[config.mk]
export PLATFORM = sky130hd
export DESIGN_NAME = cs_dma_pacer
export DESIGN_NICKNAME = d
export VERILOG_FILES = /design/src/rtl/cs_pace_pkg.sv /design/src/rtl/cs_holdoff_timer.sv /design/src/rtl/cs_unit_tracker.sv /design/src/rtl/cs_dma_pacer.sv
export SDC_FILE = /design/constraint.sdc
export NUM_CORES = 1
export LEC_CHECK = 0
export ABC_AREA = 0
export BUFFER_PORTS_ARGS = -buffer_cell sky130_fd_sc_hd__buf_2
export CORE_ASPECT_RATIO = 1.75
export CORE_MARGIN = 4
export CORE_UTILIZATION = 45
export CTS_BUF_LIST = sky130_fd_sc_hd__clkbuf_8
export DETAILED_ROUTE_END_ITERATION = 8
export GPL_ROUTABILITY_DRIVEN = 0
export PLACE_DENSITY = 0.79
export SYNTH_ARGS = -nofsm -noshare
export SYNTH_HDL_FRONTEND = slang
export SYNTH_SLANG_ARGS = --single-unit
[constraint.sdc]
create_clock -name clk -period 1.66 [get_ports clk]
set_input_delay 0.249 -clock clk [delete_from_list [all_inputs] [get_ports clk]]
set_output_delay 0.249 -clock clk [all_outputs]
set_load 0.01 [all_outputs]
[src/rtl/cs_pace_pkg.sv]
package cs_pace_pkg;

   typedef enum logic [2:0] {
      PH_IDLE,
      PH_READY,
      PH_ASK,
      PH_READ,
      PH_WRITE,
      PH_HOLD
   } phase_t;

   typedef enum logic [1:0] {
      PACE_NONE,
      PACE_SHORT,
      PACE_LONG
   } pace_t;

   // Spacing is only legal when no other channel owns the bus in bursts.
   function automatic pace_t pick_pace(input logic [1:0] code, input logic burst_seen);
      pace_t p;
      if (burst_seen) p = PACE_NONE;
      else begin
         case (code)
            2'd1:    p = PACE_SHORT;
            2'd2:    p = PACE_LONG;
            default: p = PACE_NONE;
         endcase
      end
      return p;
   endfunction

endpackage

[src/rtl/cs_holdoff_timer.sv]
module cs_holdoff_timer
   import cs_pace_pkg::*;
#(
   parameter int GAP_SHORT = 16,
   parameter int GAP_LONG  = 64
) (
   input  logic  clk,
   input  logic  rst_n,
   input  logic  load,
   input  pace_t pace,
   output logic  expired
);
   localparam int CW = $clog2(GAP_LONG);

   generate
      if (GAP_SHORT < 1 || GAP_LONG < 2 || GAP_LONG < GAP_SHORT) begin : g_bad_gap
         $error("cs_holdoff_timer: gap parameters out of range");
      end
   endgenerate

   logic [CW-1:0] cnt_q;

   always_ff @(posedge clk or negedge rst_n) begin
      if (!rst_n)                cnt_q <= '0;
      else if (load)             cnt_q <= (pace == PACE_LONG) ? CW'(GAP_LONG - 1) : CW'(GAP_SHORT - 1);
      else if (cnt_q != '0)      cnt_q <= cnt_q - 1'b1;
   end

   assign expired = (cnt_q == '0);

   AST_TIMER_RUNS_DOWN: assert property (@(posedge clk) disable iff (!rst_n)
      (!load && !expired) |=> (cnt_q == $past(cnt_q) - 1'b1));

endmodule

[src/rtl/cs_unit_tracker.sv]
module cs_unit_tracker #(
   parameter int CNT_W       = 8,
   parameter int BURST_BEATS = 4
) (
   input  logic             clk,
   input  logic             rst_n,
   input  logic             load,
   input  logic [CNT_W-1:0] count,
   input  logic             wide_unit,
   input  logic             beat_done,
   output logic             last_beat,
   output logic             final_unit
);
   generate
      if (CNT_W < 1 || BURST_BEATS < 1) begin : g_bad_cfg
         $error("cs_unit_tracker: illegal width or beat count");
      end
   endgenerate

   logic [CNT_W-1:0] rem_q;
   logic             wide_q;

   always_ff @(posedge clk or negedge rst_n) begin
      if (!rst_n) begin
         rem_q  <= '0;
         wide_q <= 1'b0;
      end else if (load) begin
         rem_q  <= count;
         wide_q <= wide_unit;
      end else if (beat_done && last_beat) begin
         rem_q  <= rem_q - 1'b1;
      end
   end

   generate
      if (BURST_BEATS == 1) begin : g_single_beat
         assign last_beat = 1'b1;
      end else begin : g_multi_beat
         localparam int BW = $clog2(BURST_BEATS);
         logic [BW-1:0] beat_q;
         always_ff @(posedge clk or negedge rst_n) begin
            if (!rst_n)                     beat_q <= '0;
            else if (load)                  beat_q <= '0;
            else if (beat_done && last_beat) beat_q <= '0;
            else if (beat_done)             beat_q <= beat_q + 1'b1;
         end
         assign last_beat = !wide_q || (beat_q == BW'(BURST_BEATS - 1));
      end
   endgenerate

   assign final_unit = (rem_q == CNT_W'(1));

   AST_NO_BEAT_AFTER_END: assert property (@(posedge clk) disable iff (!rst_n)
      beat_done |-> (rem_q != '0));

endmodule

[src/rtl/cs_dma_pacer.sv]
module cs_dma_pacer
   import cs_pace_pkg::*;
#(
   parameter int CNT_W       = 8,
   parameter int GAP_SHORT   = 16,
   parameter int GAP_LONG    = 64,
   parameter int BURST_BEATS = 4
) (
   input  logic             clk,
   input  logic             rst_n,
   input  logic             arm,
   input  logic [CNT_W-1:0] unit_count,
   input  logic [1:0]       unit_size,
   input  logic [1:0]       pace_mode,
   input  logic             burst_elsewhere,
   input  logic             req_n,
   input  logic             bus_gnt,
   output logic             bus_req,
   output logic             rd_strobe,
   output logic             wr_strobe,
   output logic             done,
   output logic             busy
);
   localparam int RW = $clog2(GAP_LONG + 2);

   phase_t state_q, state_d;
   pace_t  pace_q;
   logic   pend_q, done_q, done_d;
   logic   start, tmr_load, expired, last_beat, final_unit, beat_done;

   assign start     = arm && (state_q == PH_IDLE);
   assign beat_done = (state_q == PH_WRITE);

   cs_unit_tracker #(.CNT_W(CNT_W), .BURST_BEATS(BURST_BEATS)) u_track (
      .clk        (clk),
      .rst_n      (rst_n),
      .load       (start),
      .count      (unit_count),
      .wide_unit  (unit_size == 2'd3),
      .beat_done  (beat_done),
      .last_beat  (last_beat),
      .final_unit (final_unit)
   );

   cs_holdoff_timer #(.GAP_SHORT(GAP_SHORT), .GAP_LONG(GAP_LONG)) u_gap (
      .clk     (clk),
      .rst_n   (rst_n),
      .load    (tmr_load),
      .pace    (pace_q),
      .expired (expired)
   );

   always_comb begin
      state_d  = state_q;
      done_d   = 1'b0;
      tmr_load = 1'b0;
      case (state_q)
         PH_IDLE: begin
            if (arm) begin
               if (unit_count == '0) done_d  = 1'b1;
               else                  state_d = PH_READY;
            end
         end
         PH_READY: if (!req_n)   state_d = PH_ASK;
         PH_ASK:   if (bus_gnt)  state_d = PH_READ;
         PH_READ:  state_d = PH_WRITE;
         PH_WRITE: begin
            if (!last_beat)             state_d = PH_READ;
            else if (final_unit) begin
               done_d  = 1'b1;
               state_d = PH_IDLE;
            end else if (pace_q != PACE_NONE) begin
               tmr_load = 1'b1;
               state_d  = PH_HOLD;
            end else                    state_d = PH_READY;
         end
         PH_HOLD: if (expired) state_d = (pend_q || !req_n) ? PH_ASK : PH_READY;
         default: state_d = PH_IDLE;
      endcase
   end

   always_ff @(posedge clk or negedge rst_n) begin
      if (!rst_n) begin
         state_q <= PH_IDLE;
         pace_q  <= PACE_NONE;
         pend_q  <= 1'b0;
         done_q  <= 1'b0;
      end else begin
         state_q <= state_d;
         done_q  <= done_d;
         if (start) pace_q <= pick_pace(pace_mode, burst_elsewhere);
         if (state_q == PH_HOLD && !expired && !req_n) pend_q <= 1'b1;
         else if (state_q != PH_HOLD || expired)      pend_q <= 1'b0;
      end
   end

   assign bus_req   = (state_q == PH_ASK) || (state_q == PH_READ) || (state_q == PH_WRITE);
   assign rd_strobe = (state_q == PH_READ);
   assign wr_strobe = (state_q == PH_WRITE);
   assign done      = done_q;
   assign busy      = (state_q != PH_IDLE);

   // Run length of the released bus, kept only for the spacing check.
   logic [RW-1:0] low_run_q;
   always_ff @(posedge clk or negedge rst_n) begin
      if (!rst_n)                          low_run_q <= '0;
      else if (bus_req)                    low_run_q <= '0;
      else if (low_run_q != RW'(GAP_LONG)) low_run_q <= low_run_q + 1'b1;
   end

   AST_UNIT_RELEASE: assert property (@(posedge clk) disable iff (!rst_n)
      (wr_strobe && last_beat) |=> !bus_req);
   AST_GAP_KEPT: assert property (@(posedge clk) disable iff (!rst_n)
      ($rose(bus_req) && $past(state_q) == PH_HOLD) |->
      (low_run_q >= ((pace_q == PACE_LONG) ? RW'(GAP_LONG) : RW'(GAP_SHORT))));
   AST_WRITE_FOLLOWS_READ: assert property (@(posedge clk) disable iff (!rst_n)
      rd_strobe |=> wr_strobe);
   AST_READ_AFTER_GRANT: assert property (@(posedge clk) disable iff (!rst_n)
      (rd_strobe && !$past(wr_strobe)) |-> $past(bus_gnt));
   AST_DONE_SINGLE: assert property (@(posedge clk) disable iff (!rst_n)
      done |=> !done);
   AST_IDLE_QUIET: assert property (@(posedge clk) disable iff (!rst_n)
      !busy |-> !bus_req);
   AST_STROBES_EXCLUSIVE: assert property (@(posedge clk) disable iff (!rst_n)
      $onehot0({rd_strobe, wr_strobe}));

endmodule

==> results of run 1 <==
## cell families (layout without fill, tap and decap cells)
family                     after synthesis  after routing  share of synthesized area, %
and+or+nand+nor                         67             67                         25.70
buffers and inverters                   12             61                         4.268
AOI/OAI and AO/OA                       38             38                         19.26
xor gates and xnor gates                 3              3                         1.908
muxes                                    1              1                        0.7266
adders and majority gates                5              5                         4.541
DFF                                     24             24                         43.60
## placed cells by master (no fill, tap or decap), types with 2 or more instances in the layout
master	instances
nor3_1	4
inv_1	6
buf_6	5
a221o_1	4
buf_2	20
nor2_1	13
a21oi_1	6
nor2b_1	2
nand2b_1	6
xor2_1	2
clkbuf_8	3
nor4_1	3
o21ai_0	5
buf_4	23
nand3_1	3
dfrtp_1	24
o22ai_1	2
ha_1	5
o21ai_1	5
a21o_1	2
nand2_1	19
## layout make-up
cell class	count	area share, %
clock inverter	1	1.604
multi-input combinational	114	42.25
timing repair buffer	49	18.11
inverter	8	1.872
clock buffer	3	2.206
sequential	24	32.09
tap	28	1.872
## routing by layer
layer / global-route usage [%] / wire length, um
met1: 20.30 / 1483
met2: 38.59 / 2268
met3: 2.569 / 129
met4: 12.74 / 118
met5: 0 / 0
## per-stage QoR
stage	setup slack (ps)	total power, mW
final	-32.85	3.401
after global routing	-77.71	3.623
after CTS	-6.581	3.249
after detailed placement	-108.6	2.546
after global placement	-22.52	2.452
after floorplan	9.128	1.951
## where the power goes
| part | switching, mW | internal [mW] |
|---|---|---|
| sequential | 0.250 | 0.836 |
| clock | 0.210 | 0.323 |
| combinational | 0.916 | 0.866 |
| total | 1.38 | 2.02 |
## path summary, 6_finish.rpt
check	startpoint	to	slack, ps	depth (start not counted)
max	state_q[0]$_DFFE_PN0P_	bus_req	-30	4
min	pace_mode[0]	pace_q[1]$_DFFE_PN0P_	160	2
min reg2reg	pace_q[1]$_DFFE_PN0P_	pace_q[1]$_DFFE_PN0P_	550	2
max in group asynchronous	rst_n	u_track.rem_q[6]$_DFFE_PN0P_	800	2
min in group asynchronous	rst_n	u_gap.cnt_q[4]$_DFFE_PN0P_	480	2
max reg2reg	state_q[0]$_DFFE_PN0P_	u_track.rem_q[3]$_DFFE_PN0P_	-10	5
## state kept, by name, indices dropped and copies added, names as in the netlist
register / count
u_gap.cnt_q: 6
state_q: 3
done: 1
u_track.g_multi_beat.beat_q: 2
u_track.rem_q: 8
u_track.wide_q: 1
pend_q: 1
pace_q: 2
## repair_timing
item | in CTS | in global routing
buffers inserted | 4 | 2
pin swaps | 3 | 4
hold endpoints to repair | 24 | 0
hold buffers | 1 | 0
endpoints found under the setup margin | 10 | 16
cloned | 0 | 0
gates resized for setup | 13 | 12
## critical path, cell delays in order (launching register included)
cell	delay (ps)
dfrtp_1	420
or3b_4	470
buf_6	140
nand2_2	50
buf_6	100
==> metrics.md, run 1 <==
| Metric | Value |
|---|---|
| CTS Sinks | 24 |
| Die area | 4045 um2 |
| Critical-path maximum fanout | 5 |
| RSZ-0062 raised after global routing | yes |
| Status | finished with violations |
| CTS clk-pin slew, worst paths | 90 ps |
| Req. time, crit path | 1410 ps |
| Worst Tran Pin Value | 560.2 ps |
| Area after DPL | 1645 um2 |
| Final wirelength | 3999 um |
| WS Path Type | reg2out |
| Leakage power | 0.8846 nW |
| Most area-consuming cells after synthesis | dfrtp_1 (44%), nand2_1 (5.4%), ha_1 (4.5%) |
| Share of cells above drive strength 1 | 35.18% |
| Count of pins over their slew limit | 0 |
| Clock buffer depth | 2 |
| Vias post-DR | 1337 |
| Post-route DRC | 0 |
| Grt ovf | 0 |
| Worst Path Arrival | 1440 ps |
| Nets | 223 |
| Final Cycle Share | 102.0% |
| Root buf cell | clkbuf_8 |
| H-Tree Depth | 1 |
| TNS Setup | -57.29 ps |
| Die width | 49.83 um |
| Minimum clock period | 1693 ps |
| Most instantiated cells after synthesis | dfrtp_1 (24), nand2_1 (20), nor2_1 (13), inv_1 (7), o21ai_0 (7) |
| Cells after synthesis | 150 |
| Initial Util | 47.05% |
| Max Cap Violations | 0 |
| Die height | 81.19 um |
| Crit end category | primary output |
| Clk Latency, worst-skew pair | 280 ps |
| Top FF cell, synth | dfrtp_1 |
| Ys async rst share | 100.0% |
| Ys Warns | 0 |
| Rows | 26 |
| Vias/cell | 5.890 |
| Detailed Routing Iterations Pass 1 | 4 |
| Area leader, netlist | dfrtp_1 |
| Failing checks | setup timing |
| CP Launch Type | register |
| Post-layout util | 63.93% |
| Top-area cell type share of the netlist area | 43.60% |
| Final hold slack | 155.4 ps |
| First-pass GRT wire length | 6313 um |
| Number of global-route vias before repair | 1409 |
| Inserted Clock Buffers | 3 |
| Core area | 2928 um2 |
| Filler cells | 231 |
| IO Count | 23 |
| Peak supply drop | 1.049 mV |
| Hold WC Path Type | in2reg |
| DR WL/cell | 17.62 um |
| Hpwl dp | 2801 um |
| CTS tree | built |
| Setup violators final | 5 |
| DR iter-0 viols | 60 |
| Area of the mapped netlist | 1378 um2 |
| Post-synth EDFFs | 0 |
| Placed Instances | 216 |
| Largest net degree at the start of global routing | 25 |
| Ant diodes | 0 |
| Cell variety after synth | 48 |
| GRT Util Overall | 20.28% |
| Fmax | 590.7 MHz |
| Synthesized Nets | 173 |
| Worst setup margin | -32.85 ps |
| Non-filler instance count after layout | 227 |
| Area Overhead vs Synth | 35.88% |
| Max-slew headroom | 62.65% |
| Initial antenna violation count | 0 |
| Post-synthesis sequential area ratio | 43.60% |
| Reg area | 600.6 um2 |
| Power per cell area | 1817 nW/um2 |
| Leading cell type by number of instances after synthesis | dfrtp_1 |
| Yosys reg bits | 24 |
| Mean Syn Cell Area | 9.184 um2 |
| Post-Route Skew | 4.288 ps |
| DRT antenna net count | 0 |
| Post-route cell area | 1872 um2 |
| Number of port buffers | 22 |
| Multi-input gate area | 790.8 um2 |
| Fin. Hold Viols | 0 |
Power figures use the tool's default switching activity.
==> inputs of run 2 (changes only) <==
--- a/config.mk
+++ b/config.mk
@@ -8,7 +8,7 @@
 export ABC_AREA = 0
 export BUFFER_PORTS_ARGS = -buffer_cell sky130_fd_sc_hd__buf_2
 export CORE_ASPECT_RATIO = 1.75
-export CORE_MARGIN = 4
+export CORE_MARGIN = 1.5
 export CORE_UTILIZATION = 45
 export CTS_BUF_LIST = sky130_fd_sc_hd__clkbuf_8
 export DETAILED_ROUTE_END_ITERATION = 8
==> run 2 against run 1 <==
The run still ends with setup timing left. Register-to-register slack gained 40 ps. Critical path depth is the same. Highest routed layer unchanged. Sequential power about the same. Largest power group unchanged. Clock skew decreased by 2.0 ps. Worst setup slack better by 28 ps. Cell count down 1.3%. Global-route usage rose by 1.4 points.
==> metrics.md, run 2 (synthesis gave the netlist of run 1 again) <==
| Metric | Value |
|---|---|
| Worst path max stage delay | 480 ps (was 470 ps) |
| Placed Instances | 215 (was 216) |
| Number of port buffers | 22 (unchanged) |
| Status | finished with violations (unchanged) |
| Final wirelength | 3399 um (was 3999 um) |
| RR Startpoint | state_q[0]$_DFFE_PN0P_ (unchanged) |
| Worst Path Arrival | 1420 ps (was 1440 ps) |
| Max Cap Violations | 0 (unchanged) |
| Die area | 3415 um2 (was 4045 um2) |
| Commonest non-fill, non-tap cell in the layout | dfrtp_1 (unchanged) |
| IO Count | 23 (unchanged) |
| Number of flip-flops in the largest register | 8 (unchanged) |
| Leakage power | 0.8569 nW (was 0.8846 nW) |
| WS Path Type | reg2out (unchanged) |
| Nets | 220 (was 223) |
| Vias/cell | 5.848 (was 5.890) |
| Ant diodes | 0 (unchanged) |
| Core area | 2928 um2 (unchanged) |
| Commonest non-fill, non-tap cells in the layout | dfrtp_1 (24), buf_4 (22), buf_2 (21) (was dfrtp_1 (24), buf_4 (23), buf_2 (20)) |
| Hold Startpoint | pace_mode[0] (unchanged) |
| Top Registers | u_track.rem_q: 8 flops, u_gap.cnt_q: 6 flops, state_q: 3 flops (unchanged) |
| Area Overhead vs Synth | 30.43% (was 35.88%) |
| Minimum clock period | 1664 ps (was 1693 ps) |
| Fin. Hold Viols | 0 (unchanged) |
| Clk Latency, worst-skew pair | 260 ps (was 280 ps) |
| First-pass GRT wire length | 5727 um (was 6313 um) |
| H-Tree Depth | 1 (unchanged) |
| DR iter-0 viols | 34 (was 60) |
| Initial antenna violation count | 0 (unchanged) |
| Vias post-DR | 1310 (was 1337) |
| Initial Util | 47.05% (unchanged) |
| Post-route DRC | 0 (unchanged) |
| Failing checks | setup timing (unchanged) |
| Detailed Routing Iterations Pass 1 | 4 (unchanged) |
| Worst Tran Pin Value | 528.0 ps (was 560.2 ps) |
| CP Launch Type | register (unchanged) |
| Biggest register | u_track.rem_q (unchanged) |
| Root buf cell | clkbuf_8 (unchanged) |
| Hpwl dp | 2574 um (was 2801 um) |
| GRT Util Overall | 21.70% (was 20.28%) |
| Inserted Clock Buffers | 3 (unchanged) |
| Hold WC Path Type | in2reg (unchanged) |
| Power per cell area | 1720 nW/um2 (was 1817 nW/um2) |
| Largest net degree at the start of global routing | 25 (unchanged) |
| Critical-path maximum fanout | 6 (was 5) |
| DR WL/cell | 15.17 um (was 17.62 um) |
| Peak supply drop | 1.031 mV (was 1.049 mV) |
| Grt ovf | 0 (unchanged) |
| RSZ-0062 raised after global routing | yes (unchanged) |
| Worst-path cell chain | or3b_4 -> clkinv_4 -> buf_6 -> buf_6 (was or3b_4 -> buf_6 -> nand2_2 -> buf_6) |
| Tot Pwr | 3.091 mW (was 3.401 mW) |
| CTS Sinks | 24 (unchanged) |
| Rows | 26 (unchanged) |
| Crit end category | primary output (unchanged) |
| Clock buffer depth | 2 (unchanged) |
| Share of cells above drive strength 1 | 32.14% (was 35.18%) |
| Worst setup margin | -4.385 ps (was -32.85 ps) |
| DRT antenna net count | 0 (unchanged) |
| Place WS | -77.53 ps (was -108.6 ps) |
| Critical Path Source | state_q[0]$_DFFE_PN0P_ (unchanged) |
| Most numerous cell on the critical path | buf_6 (unchanged) |
| Fmax | 600.8 MHz (was 590.7 MHz) |
| Slowest-stage cell, CP | or3b_4 (unchanged) |
| CTS clk-pin slew, worst paths | 80 ps (was 90 ps) |
| Post-layout util | 61.37% (was 63.93%) |
| Req. time, crit path | 1410 ps (about the same) |
| Post-Route Skew | 2.321 ps (was 4.288 ps) |
| Final Cycle Share | 100.3% (was 102.0%) |
| CTS tree | built (unchanged) |
| Number of global-route vias before repair | 1343 (was 1409) |
| Count of pins over their slew limit | 0 (unchanged) |
| Non-filler instance count after layout | 224 (was 227) |
| Filler cells | 234 (was 231) |
| Setup violators final | 1 (was 5) |
| Max-slew headroom | 64.80% (was 62.65%) |
| Die width | 44.83 um (was 49.83 um) |
| Die height | 76.19 um (was 81.19 um) |
==> run 2: per-layer routing <==
metal | vias up | share of wire (%) | wire length [um] | track usage (%)
met5 | - | 0 | 0 | 0
li1 | 637 | - | - | -
met1 | 641 | 39 | 1330 | 25.38
met4 | 0 | 1.8 | 62 | 12.06
met3 | 6 | 3.0 | 101 | 2.607
met2 | 26 | 56 | 1904 | 36.38
==> run 2: critical path: cells and delay by family (launching register included) <==
family | cells | cell delay [ps]
buf+inv | 3 | 260
simple gates | 1 | 480
flops | 1 | 420
==> run 2: cell type report <==
class / instances / area (um2) / area share, %
Timing Repair Buffer: 46 / 302.8 / 16.85
Multi-Input combinational cell: 114 / 768.2 / 42.76
Sequential cell: 24 / 600.6 / 33.43
Inverter: 8 / 35.03 / 1.950
Tap cell: 28 / 35.03 / 1.950
Clock buffer: 4 / 55.05 / 3.064
==> run 2: report_power, final <==
group          internal (mW)  switching [mW]
combinational          0.787           0.835
sequential             0.836           0.242
clock                  0.211           0.180
total                   1.83            1.26
==> run 2: per-stage QoR <==
step	area (um2)	setup TNS, ps	hold slack (ps)
2_1_floorplan	1384	0	-46.59
3_3_place_gp	1638	0	259.8
3_5_place_dp	1638	-229.4	257.1
4_1_cts	1738	-7.315	169.9
5_1_grt	1797	-214.6	197.0
6_report	1797	-4.385	173.3
==> run 2: worst paths after layout <==
| check | endpoint | slack, ps | cells past startpoint |
|---|---|---|---|
| worst max-delay path | wr_strobe | -4 | 4 |
| worst min-delay path | pace_q[1]$_DFFE_PN0P_ | 170 | 2 |
| worst max register to register | u_gap.cnt_q[5]$_DFFE_PN0P_ | 30 | 5 |
| worst min register to register | u_track.wide_q$_DFFE_PN0P_ | 520 | 2 |
| max in group asynchronous | u_track.rem_q[3]$_DFFE_PN0P_ | 810 | 2 |
| min in group asynchronous | u_gap.cnt_q[0]$_DFFE_PN0P_ | 490 | 2 |
==> run 2: repair_timing <==
| item | 4_1_cts | 5_1_grt |
|---|---|---|
| hold buffers | 1 | 0 |
| endpoints found under the setup margin | 10 | 20 |
| gates resized for setup | 5 | 12 |
| buffers inserted | 2 | 2 |
| pin swaps | 1 | 6 |
| endpoints found under the hold margin | 24 | 0 |
==> inputs of run 3 (changes only) <==
--- a/config.mk
+++ b/config.mk
@@ -8,7 +8,6 @@
 export ABC_AREA = 0
 export BUFFER_PORTS_ARGS = -buffer_cell sky130_fd_sc_hd__buf_2
 export CORE_ASPECT_RATIO = 1.75
-export CORE_MARGIN = 1.5
 export CORE_UTILIZATION = 45
 export CTS_BUF_LIST = sky130_fd_sc_hd__clkbuf_8
 export DETAILED_ROUTE_END_ITERATION = 8
==> run 3 against run 2 <==
The flow finishes with violations (DRC, setup timing). Highest routed layer unchanged. Combinational power is 4% higher. Critical path depth unchanged. Cell count unchanged. First-iteration DRC count grew 82%. Wire length rose by 7.5%. Fmax fell by 1.6%. Clock skew up 7.9 ps. Die area shrank 3.5%. Non-clock buffer count up 1. Utilization rose by 0.81 points.
==> metrics.md, run 3 (synthesis gave the netlist of run 1 again) <==
| Metric | Value |
|---|---|
| Fmax | 591.2 MHz (was 600.8 MHz) |
| Die area | 3295 um2 (was 3415 um2) |
| Hold WC Path Type | in2reg (unchanged) |
| Share of cells above drive strength 1 | 33.67% (was 32.14%) |
| Final wirelength | 3655 um (was 3399 um) |
| Vias post-DR | 1348 (was 1310) |
| Post-layout util | 62.18% (was 61.37%) |
| CTS Sinks | 24 (unchanged) |
| Grt ovf | 0 (unchanged) |
| Critical-path maximum fanout | 5 (was 6) |
| DR WL/cell | 16.32 um (was 15.17 um) |
| Count of pins over their slew limit | 0 (unchanged) |
| Final hold slack | 178.8 ps (was 173.3 ps) |
| IO Count | 23 (unchanged) |
| R2r endpoint | u_track.rem_q[2]$_DFFE_PN0P_ (was u_gap.cnt_q[5]$_DFFE_PN0P_) |
| Core area | 2928 um2 (unchanged) |
| Commonest non-fill, non-tap cell in the layout | dfrtp_1 (unchanged) |
| Placed Instances | 215 (unchanged) |
| RSZ-0062 raised after global routing | yes (unchanged) |
| DRT antenna net count | 0 (unchanged) |
| WS Path Type | reg2out (unchanged) |
| Final Cycle Share | 101.9% (was 100.3%) |
| Peak supply drop | 0.9667 mV (was 1.031 mV) |
| Ant diodes | 0 (unchanged) |
| Die height | 75.19 um (was 76.19 um) |
| Post-route DRC | 2 (was 0) |
| Reg2reg setup slack | 0 ps (was 30 ps) |
| Worst setup margin | -31.62 ps (was -4.385 ps) |
| Setup violators final | 1 (unchanged) |
| Req. time, crit path | 1410 ps (about the same) |
| Root buf cell | clkbuf_8 (unchanged) |
| Vias/cell | 6.018 (was 5.848) |
| CTS clk-pin slew, worst paths | 80 ps (about the same) |
| Sequential power share | 35.1% (was 34.9%) |
| Clk Latency, worst-skew pair | 270 ps (was 260 ps) |
| Non-filler instance count after layout | 224 (unchanged) |
| Gate power share | 54.0% (was 52.5%) |
| Commonest non-fill, non-tap cells in the layout | dfrtp_1 (24), buf_4 (22), buf_2 (19) (was dfrtp_1 (24), buf_4 (22), buf_2 (21)) |
| Detailed Routing Iterations Pass 1 | 6 (was 4) |
| Worst Path Arrival | 1440 ps (was 1420 ps) |
| Rows | 26 (unchanged) |
| Reg area | 600.6 um2 (unchanged) |
| NetSw | 1.291 mW (was 1.257 mW) |
| Top Registers | u_track.rem_q: 8 flops, u_gap.cnt_q: 6 flops, state_q: 3 flops (unchanged) |
| Biggest register | u_track.rem_q (unchanged) |
| Minimum clock period | 1692 ps (was 1664 ps) |
| Max Cap Violations | 0 (unchanged) |
| Hpwl dp | 2583 um (was 2574 um) |
| First-pass GRT wire length | 5651 um (was 5727 um) |
| Critical Path Source | state_q[0]$_DFFE_PN0P_ (unchanged) |
| R2R depth | 4 (was 5) |
| Die width | 43.83 um (was 44.83 um) |
| CP Launch Type | register (unchanged) |
| Number of flip-flops in the largest register | 8 (unchanged) |
| Largest net degree at the start of global routing | 25 (unchanged) |
| Initial antenna violation count | 0 (unchanged) |
| DR iter-0 viols | 62 (was 34) |
| RR Startpoint | state_q[1]$_DFFE_PN0P_ (was state_q[0]$_DFFE_PN0P_) |
| Post-route cell area | 1821 um2 (was 1797 um2) |
| Worst Setup EP | bus_req (was wr_strobe) |
| Nets | 221 (was 220) |
| Initial Util | 47.05% (unchanged) |
| Power per cell area | 1712 nW/um2 (was 1720 nW/um2) |
| Inserted Clock Buffers | 3 (unchanged) |
| Max-slew headroom | 62.23% (was 64.80%) |
| Post-Route Skew | 10.21 ps (was 2.321 ps) |
| Internal power | 1.826 mW (was 1.834 mW) |
| Place WS | -61.45 ps (was -77.53 ps) |
| Area Overhead vs Synth | 32.15% (was 30.43%) |
| Status | finished with violations (unchanged) |
| Area after DPL | 1638 um2 (unchanged) |
| Failing checks | DRC, setup timing (was setup timing) |
| Filler cells | 233 (was 234) |
| Number of port buffers | 22 (unchanged) |
| Worst Tran Pin Value | 566.6 ps (was 528.0 ps) |
| Clock buffer depth | 2 (unchanged) |
| Multi-input gate area | 782.0 um2 (was 768.2 um2) |
| Clock network fraction of total power | 10.9% (was 12.7%) |
| Crit end category | primary output (unchanged) |
| GRT Util Overall | 23.28% (was 21.70%) |
| Leakage power | 0.8646 nW (was 0.8569 nW) |
| H-Tree Depth | 1 (unchanged) |
| Number of global-route vias before repair | 1354 (was 1343) |
| Fin. Hold Viols | 0 (unchanged) |
| CTS tree | built (unchanged) |
| Sw frac | 41.41% (was 40.66%) |
run 3: routing by layer:
metal	vias up	GRT usage [%]	part of all wire (%)
met5	-	0	0
met3	18	3.837	3.2
met1	654	21.79	37
li1	633	-	-
met4	0	13.89	4.8
met2	43	45.11	55
run 3: power groups by stage:
stage               Combinational (mW)  Clock [mW]  Sequential (mW)
floorplan                        0.906           0             1.05
global placement                  1.38           0             1.05
detailed placement                1.42           0             1.06
CTS                               1.52       0.347             1.06
global route                      1.85       0.368             1.12
finish                            1.68       0.340             1.09
run 3: final cells by class:
| class | instances | share of cell area (%) |
|---|---|---|
| inverters | 8 | 1.924 |
| multi-input cells | 114 | 42.96 |
| well taps | 28 | 1.924 |
| clock buffers | 3 | 2.268 |
| repair buffers | 47 | 17.94 |
| flip-flops and latches | 24 | 32.99 |
run 3: worst min-delay path by stage:
stage	start	to	depth (start not counted)
global placement	rst_n	u_gap.cnt_q[0]$_DFFE_PN0P_	1
CTS	pace_mode[0]	pace_q[1]$_DFFE_PN0P_	2
detailed placement	rst_n	u_gap.cnt_q[0]$_DFFE_PN0P_	1
global route	pace_mode[0]	pace_q[1]$_DFFE_PN0P_	2
floorplan	rst_n	done$_DFF_PN0_	0
finish	pace_mode[0]	pace_q[1]$_DFFE_PN0P_	2
run 3: repair_timing:
item / in CTS / in global routing
resized for setup: 8 / 14
hold buffers: 1 / 0
pin swaps: 1 / 3
buffers inserted: 4 / 1
endpoints found under the hold margin: 24 / 0
setup endpoints to repair: 9 / 14
run 3: stage by stage:
step | setup TNS [ps] | power [mW]
final | -31.62 | 3.117
after global routing | -243.8 | 3.336
after CTS | -52.36 | 2.928
after detailed placement | -199.3 | 2.489
after global placement | 0 | 2.426
after floorplan | 0 | 1.951
run 3: critical path, stage by stage (launching register included):
cell and delay, ps:
dfrtp_1 400, or3b_4 470, buf_6 150, nand2_2 60
buf_6 100
